<file path="src/rtl/br_resolve_pkg.sv">
package br_resolve_pkg;
  typedef enum logic [3:0] {
    SEL_ALWAYS = 4'h0, SEL_NEVER = 4'h1, SEL_HI = 4'h2, SEL_LS = 4'h3,
    SEL_CC     = 4'h4, SEL_CS    = 4'h5, SEL_NE = 4'h6, SEL_EQ = 4'h7,
    SEL_VC     = 4'h8, SEL_VS    = 4'h9, SEL_PL = 4'hA, SEL_MI = 4'hB,
    SEL_GE     = 4'hC, SEL_LT    = 4'hD, SEL_GT = 4'hE, SEL_LE = 4'hF
  } br_sel_e;

  typedef struct packed {
    logic n;
    logic z;
    logic v;
    logic c;
  } br_flags_t;
endpackage

</file>
<file path="src/rtl/br_cond_eval.sv">
module br_cond_eval
  import br_resolve_pkg::*;
(
  input  logic [3:0] cond_i,
  input  br_flags_t  flags_i,
  output logic       hit_o
);
  localparam int NPAIR = 8;

  // Even selector of each pair is the "true" sense; odd one inverts it.
  logic [NPAIR-1:0] base;
  logic             nxv;

  assign nxv = flags_i.n ^ flags_i.v;

  always_comb begin
    base[0] = 1'b1;
    base[1] = ~(flags_i.c | flags_i.z);
    base[2] = ~flags_i.c;
    base[3] = ~flags_i.z;
    base[4] = ~flags_i.v;
    base[5] = ~flags_i.n;
    base[6] = ~nxv;
    base[7] = ~(flags_i.z | nxv);
  end

  assign hit_o = base[cond_i[3:1]] ^ cond_i[0];
endmodule

</file>
<file path="src/rtl/br_target_add.sv">
module br_target_add #(
  parameter int ADDR_W = 16,
  parameter int DISP_W = 8
) (
  input  logic [ADDR_W-1:0] base_i,
  input  logic [DISP_W-1:0] disp_i,
  output logic [ADDR_W-1:0] target_o
);
  localparam int EXT_W = ADDR_W - DISP_W;

  logic [ADDR_W-1:0] disp_ext;

  generate
    if (EXT_W > 0) begin : g_ext
      assign disp_ext = {{EXT_W{disp_i[DISP_W-1]}}, disp_i};
    end else begin : g_trunc
      assign disp_ext = disp_i[ADDR_W-1:0];
    end
  endgenerate

  assign target_o = base_i + disp_ext;
endmodule

</file>
<file path="src/rtl/br_resolve.sv">
module br_resolve
  import br_resolve_pkg::*;
#(
  parameter int ADDR_W = 16,
  parameter int DISP_W = 8
) (
  input  logic              clk_i,
  input  logic              rst_ni,
  input  logic              valid_i,
  input  logic [3:0]        cond_i,
  input  logic              call_i,
  input  logic              flag_n_i,
  input  logic              flag_z_i,
  input  logic              flag_v_i,
  input  logic              flag_c_i,
  input  logic [ADDR_W-1:0] next_pc_i,
  input  logic [DISP_W-1:0] disp_i,
  output logic              valid_o,
  output logic              taken_o,
  output logic [ADDR_W-1:0] target_o,
  output logic              push_o,
  output logic [ADDR_W-1:0] ret_addr_o
);
  br_flags_t         flags;
  logic              cond_hit;
  logic [ADDR_W-1:0] target_d;

  assign flags = '{n: flag_n_i, z: flag_z_i, v: flag_v_i, c: flag_c_i};

  br_cond_eval u_cond (
    .cond_i (cond_i),
    .flags_i(flags),
    .hit_o  (cond_hit)
  );

  br_target_add #(.ADDR_W(ADDR_W), .DISP_W(DISP_W)) u_add (
    .base_i  (next_pc_i),
    .disp_i  (disp_i),
    .target_o(target_d)
  );

  always_ff @(posedge clk_i or negedge rst_ni) begin
    if (!rst_ni) begin
      valid_o    <= 1'b0;
      taken_o    <= 1'b0;
      target_o   <= '0;
      push_o     <= 1'b0;
      ret_addr_o <= '0;
    end else begin
      valid_o    <= valid_i;
      taken_o    <= valid_i & (call_i | cond_hit);
      target_o   <= valid_i ? target_d : '0;
      push_o     <= valid_i & call_i;
      ret_addr_o <= (valid_i & call_i) ? next_pc_i : '0;
    end
  end

  // Assertions
  logic armed;
  always_ff @(posedge clk_i or negedge rst_ni) begin
    if (!rst_ni) armed <= 1'b0;
    else         armed <= 1'b1;
  end

  a_r2_idle_quiet: assert property (@(posedge clk_i) disable iff (!rst_ni)
    !valid_o |-> (!taken_o && !push_o));

  a_r8_push_taken: assert property (@(posedge clk_i) disable iff (!rst_ni)
    push_o |-> taken_o);

  a_r8_call_ret: assert property (@(posedge clk_i) disable iff (!rst_ni)
    (armed && push_o) |-> ret_addr_o == $past(next_pc_i));

  a_r9_no_push: assert property (@(posedge clk_i) disable iff (!rst_ni)
    (armed && $past(valid_i) && !$past(call_i)) |-> (!push_o && ret_addr_o == '0));

  a_r7_target: assert property (@(posedge clk_i) disable iff (!rst_ni)
    (armed && valid_o) |-> target_o ==
      ADDR_W'($past(next_pc_i) + ADDR_W'($signed($past(disp_i)))));

  a_r3_never: assert property (@(posedge clk_i) disable iff (!rst_ni)
    (armed && $past(valid_i) && !$past(call_i) && $past(cond_i) == 4'h1) |-> !taken_o);

  a_r4_eq: assert property (@(posedge clk_i) disable iff (!rst_ni)
    (armed && $past(valid_i) && !$past(call_i) && $past(cond_i) == 4'h7)
      |-> taken_o == $past(flag_z_i));
endmodule

</file>
<file path="config.mk">
export PLATFORM = sky130hd
export DESIGN_NAME = br_resolve
export DESIGN_NICKNAME = d
export VERILOG_FILES = /design/src/rtl/br_resolve_pkg.sv /design/src/rtl/br_cond_eval.sv /design/src/rtl/br_target_add.sv /design/src/rtl/br_resolve.sv
export SDC_FILE = /design/constraint.sdc
export NUM_CORES = 1
export LEC_CHECK = 0
export ABC_AREA = 1
export BUFFER_PORTS_ARGS = -buffer_cell sky130_fd_sc_hd__buf_2
export CORE_MARGIN = 3
export CORE_UTILIZATION = 45
export CTS_CLUSTER_SIZE = 28
export DETAILED_ROUTE_END_ITERATION = 6
export GPL_TIMING_DRIVEN = 1
export PLACE_DENSITY = 0.75
export SLEW_MARGIN = 40
export SYNTH_ARGS = -nofsm -noshare
export SYNTH_HDL_FRONTEND = slang
export SYNTH_SLANG_ARGS = --single-unit
</file>
<file path="constraint.sdc">
create_clock -name clk_i -period 0.8 [get_ports clk_i]
set_input_delay 0.08 -clock clk_i [delete_from_list [all_inputs] [get_ports clk_i]]
set_output_delay 0.08 -clock clk_i [all_outputs]
set_load 0.01 [all_outputs]
</file>
# == After elaboration in Yosys (flattened, before gate mapping) ==
# Cells that the tools add are included.
# totals
ff_bits,35
latchBits,0
ramBits,0
rom_bits,0
input_bits,36
output_inout_bits,35
memories,0
# classes
n_addsub,1
multipliers,0
div_mod_pow,0
n_lt_le_gt_ge,1
eq_ne,0
n_shift,0
muxes,4
bitwise_logic,14
n_reduce_logical,0
# ops
op,count
$mux 16,2
$add 16x16->16,1
$not 1->1,7
$lt 3x4->1 const B,1
$bmux 1 s3,1
$or 1x1->1,3
$and 1x1->1,2
$xor 1x1->1,2
$mux 1,1

# == Depth between registers and ports, before layout ==
# depth
depth_word,8
ltp_mapped,11
ltp_nobuf,11

# == Hierarchy ==
# Synthesis repeated with hierarchy kept, for this count alone.
# hier_totals
cells_unflattened,306
area_unflattened_um2,2279.7
# modules_own_cells
module,n_inst,cells_per_inst,area_each_um2
br_resolve,1,106,1246.2
br_target_add,1,176,930.9
br_cond_eval,1,24,102.6

# == Worst setup path after synthesis ==
# Ideal clock, no wire load.
# synth_timing
kind,input to register
from,input port next_pc_i[0]
to,register target_o[12]
setup_ps,114
arrival_ps,1162
required_ps,686
setup_slack_ps,-475
stages,11
path_buffers,0
path_cell_list,ha_1 > inv_1 > fa_1 > inv_1 > nand3_1 > nand3_1 > nand3b_1 > nand3_1 > nand2_1 > inv_1 > nor2_1
# synth_between
elab_chain_cells,2
# synth_rtl
item,line,rtl
from (decl),br_resolve.sv:16,"input logic [ADDR_W-1:0] next_pc_i,"
$add 16x16->16,br_target_add.sv:21,assign target_o = base_i + disp_ext;
$mux 16,br_resolve.sv:52,target_o <= valid_i ? target_d : '0;
to (signal assigned),br_resolve.sv:52,
to (decl),br_resolve.sv:20,"output logic [ADDR_W-1:0] target_o,"
# No other way between the ends.

# == Worst setup path after layout ==
# layout_timing
from,input port next_pc_i[0]
to,register target_o[14]
# The elaborated chain is that of the path after synthesis.

==> impl_results.rst <==
.. list-table::
   :header-rows: 1

   * - Metric
     - Value
   * - Sequential cell area
     - 875.8 µm²
   * - Library cell with the largest summed area after synthesis
     - sky130_fd_sc_hd__dfrtp_1
   * - Area of the multi-input gates
     - between 0.001 and 0.0015 mm²
   * - Status
     - complete, but fails checks
   * - Post-DR wirelength/cell
     - 12.78 µm
   * - Top FF cell, synth
     - sky130_fd_sc_hd__dfrtp_1
   * - Worst VDD drop
     - 948.2 µV
   * - Die Outline Area
     - 0.005621 mm²
   * - Dominant combinational cell family by area after synthesis
     - simple AND/OR/NAND/NOR gates
   * - Number of synthesized register bits
     - 35
   * - Floorplan core area
     - about 0.0045 mm²
   * - Synth async-reset ratio
     - 1.000
   * - Data arrival time of the critical path
     - about 1.3 ns
   * - Place WS
     - -0.6370 ns
   * - First-pass GRT wire length
     - 9039 µm
   * - Top cell type's share of synthesized area
     - 0.4091
   * - Endpoint class of the critical path
     - register
   * - Gate count after technology mapping
     - about 300
   * - Power, Total
     - 0.005048 W
   * - Post-Syn Area
     - 0.002141 mm²
   * - Layout overhead on the synthesized area
     - 56.93%
   * - Finish-stage setup viols
     - 48
   * - Via count of the routed design
     - around 2200
   * - CP required
     - 0.98 ns
   * - Antenna violations before repair
     - 0
   * - Antenna-violating nets left
     - 0
   * - Top fanout value on the critical path
     - 3
   * - Tightest Pin Transition
     - 0.3092 ns
   * - Number of rows created at floorplan
     - 24
   * - I/O Pins
     - about 70
   * - Input/output buffers
     - 70
   * - Number of diodes
     - 0
   * - Distinct cells, synth
     - 22
   * - Leading post-synthesis cells by cell area
     - sky130_fd_sc_hd__dfrtp_1 (41%), sky130_fd_sc_hd__nand2_1 (14%), sky130_fd_sc_hd__inv_1 (11%)
   * - Worst Setup SP
     - next_pc_i[0]
   * - Iteration-0 DRC count of the detailed router
     - 62
   * - Class of the most critical setup path
     - in2reg
   * - Xor-xnor portion of the synthesized cell area
     - 0.008182
   * - Number of placed instances with taps included
     - 439
   * - Htree depth
     - 2
   * - Tot GR Track Use
     - 0.2081
   * - Worst setup SP type
     - primary input
   * - # clock sinks
     - 35
   * - Leakage component of the power
     - 1.925 nW
   * - Chip width
     - 74.98 µm
   * - Remaining max-slew budget at the tightest pin
     - 0.7938
   * - Synthesized-area fraction occupied by ao, oa, aoi and oai cells
     - 0.06371
   * - Setup ws final
     - -0.3296 ns
   * - CTS tree
     - done
   * - Share of the clock period used by the worst path
     - 1.412
   * - Type of the most critical hold path
     - in2reg
   * - Total of fill cells in the finished design
     - 305
   * - Syn. warnings
     - 0
   * - Via-per-instance ratio
     - roughly 4.8
   * - Effective utilization at floorplan
     - 0.4785
   * - Count of non-filler cells in the finished layout
     - about 460
   * - Count of flip-flops with a built-in enable after synthesis
     - 0
   * - Syn Nets
     - 349
   * - Clk slew on worst S/H paths
     - about 0.070 ns
   * - Synth top cells by count
     - sky130_fd_sc_hd__nand2_1 (81), sky130_fd_sc_hd__inv_1 (64), sky130_fd_sc_hd__nor2_1 (37)
   * - Mapped Avg Cell Area
     - around 7 µm²
   * - Power Density
     - 1503 mW/mm²
   * - Post-synthesis sequential area ratio
     - 0.4091
   * - Area fraction in and, or, nand and nor cells after synthesis
     - 0.2957
   * - HPWL after DPL
     - 3972 µm
   * - Post-synthesis share of cell area spent on full adders, half adders and majority gates
     - 0.09702
   * - Total clock buffers created by CTS
     - 5
   * - Fraction of final layout cells sized beyond drive strength 1
     - 0.4764
   * - Pin count of the biggest net entering global routing
     - 36
   * - Setup repair after global routing missed its margin
     - true
   * - Most frequent cell after synthesis
     - sky130_fd_sc_hd__nand2_1
   * - Maximum operating frequency
     - 885.2 MHz
   * - Tmin final
     - 1.130 ns
   * - Final nets
     - 455
   * - Root buffer selected by CTS
     - sky130_fd_sc_hd__clkbuf_8
   * - Leftover overflow at the end of global routing
     - 0
   * - Hold slack
     - 0.005848 ns
   * - CTS Buffer Depth
     - 2
   * - Critical Path Sink
     - target_o[14]$_DFF_PN0_
   * - Violated checks
     - negative setup slack
   * - Number of hold violations in the final report
     - 0
   * - DRT Wirelength
     - 5817 µm
   * - Number of global-route vias before repair
     - 2094
   * - Final max-slew violation count
     - 0
   * - Final estimated routing congestion in global placement
     - 0.8098
   * - First-pass iteration count of the detailed router
     - 4
   * - Vertical extent of the die
     - about 75 µm
   * - Number of max-cap violations
     - 0
   * - Multiplexer share of the synthesized area
     - 0
   * - Core utilization of the finished layout
     - 0.7508
   * - Number of remaining DRC errors
     - 0
==> through the flow <==
stage               area, µm²  TNS, ns
floorplan                2311   -3.551
global placement         2905   -6.940
detailed placement       2905   -7.292
CTS                      3234   -4.561
global route             3359   -6.548
finish                   3359   -4.873
==> critical path, cell delays in order <==
cell                      delay [ns]
sky130_fd_sc_hd__buf_8          0.08
sky130_fd_sc_hd__ha_4           0.13
sky130_fd_sc_hd__inv_2          0.03
sky130_fd_sc_hd__fa_2           0.32
sky130_fd_sc_hd__inv_2          0.10
sky130_fd_sc_hd__nand4_1        0.12
sky130_fd_sc_hd__nand2_2        0.14
sky130_fd_sc_hd__nand2_2        0.08
sky130_fd_sc_hd__a21oi_2        0.16
sky130_fd_sc_hd__nor2_2         0.06
==> flip-flops by register name, summed over array words and instances (netlist names) <==
register    flops
ret_addr_o     16
target_o       16
push_o          1
taken_o         1
valid_o         1
==> final cells by class <==
cell class	instances	share of cell area
multi-input combinational	191	0.4041
sequential	35	0.2607
timing repair buffer	101	0.2127
inverter	69	0.07709
clock buffer	6	0.02458
tap	52	0.01937
clock inverter	1	0.001490
==> power by group <==
group / switching (W) / total [W] / leakage (nW) / internal, W
sequential: 0.0000368 / 0.00193 / 0.456 / 0.00190
combinational: 0.000961 / 0.00179 / 1.42 / 0.000828
clock: 0.000650 / 0.00133 / 0.0470 / 0.000676
total: 0.00165 / 0.00505 / 1.93 / 0.00340
==> how the worst min path moves through the flow <==
stage	start	endpoint	slack, ns	cells past startpoint
global route	next_pc_i[0]	ret_addr_o[0]$_DFF_PN0_	0.02	3
global placement	rst_ni	target_o[15]$_DFF_PN0_	0.05	2
finish	next_pc_i[0]	ret_addr_o[0]$_DFF_PN0_	0.006	3
floorplan	rst_ni	push_o$_DFF_PN0_	-0.22	0
CTS	next_pc_i[2]	ret_addr_o[2]$_DFF_PN0_	0.003	3
detailed placement	rst_ni	target_o[15]$_DFF_PN0_	0.06	2
==> routing by layer <==
layer  wire, µm  up-vias  GRT usage
met1       2366      995     0.2504
li1           -     1104          -
met4         98        0    0.07115
met3        337       10    0.04539
met5          0        -          0
met2       3014       69     0.3656
==> kinds of logic after synthesis <==
family | Yosys count
and+or+nand+nor | 148
buffers and inverters | 71
DFF | 35
AOI/OAI and AO/OA | 25
adders and majority gates | 16
xor gates and xnor gates | 2
==> repair_timing <==
item,in CTS,in global routing
hold buffers,2,0
buffers inserted,7,3
hold endpoints to repair,36,0
pin swaps,26,18
setup endpoints to repair,49,49
resized for setup,54,29
==> cells in the final DEF (no fill, tap or decap), types with 3 or more instances in the layout <==
master and n:
sky130_fd_sc_hd__dfrtp_1 35, sky130_fd_sc_hd__a21oi_1 11, sky130_fd_sc_hd__o21ai_2 4, sky130_fd_sc_hd__nand2_1 57, sky130_fd_sc_hd__buf_4 23, sky130_fd_sc_hd__buf_6 13, sky130_fd_sc_hd__nand3_2 5, sky130_fd_sc_hd__buf_2 58
sky130_fd_sc_hd__a21oi_2 7, sky130_fd_sc_hd__inv_1 57, sky130_fd_sc_hd__nand3_1 8, sky130_fd_sc_hd__nor2_2 4, sky130_fd_sc_hd__buf_8 3, sky130_fd_sc_hd__ha_4 14, sky130_fd_sc_hd__nand2_4 3, sky130_fd_sc_hd__nand2_2 27
sky130_fd_sc_hd__inv_2 12, sky130_fd_sc_hd__clkbuf_8 6, sky130_fd_sc_hd__nor2_1 34
Power figures use the tool's default switching activity.
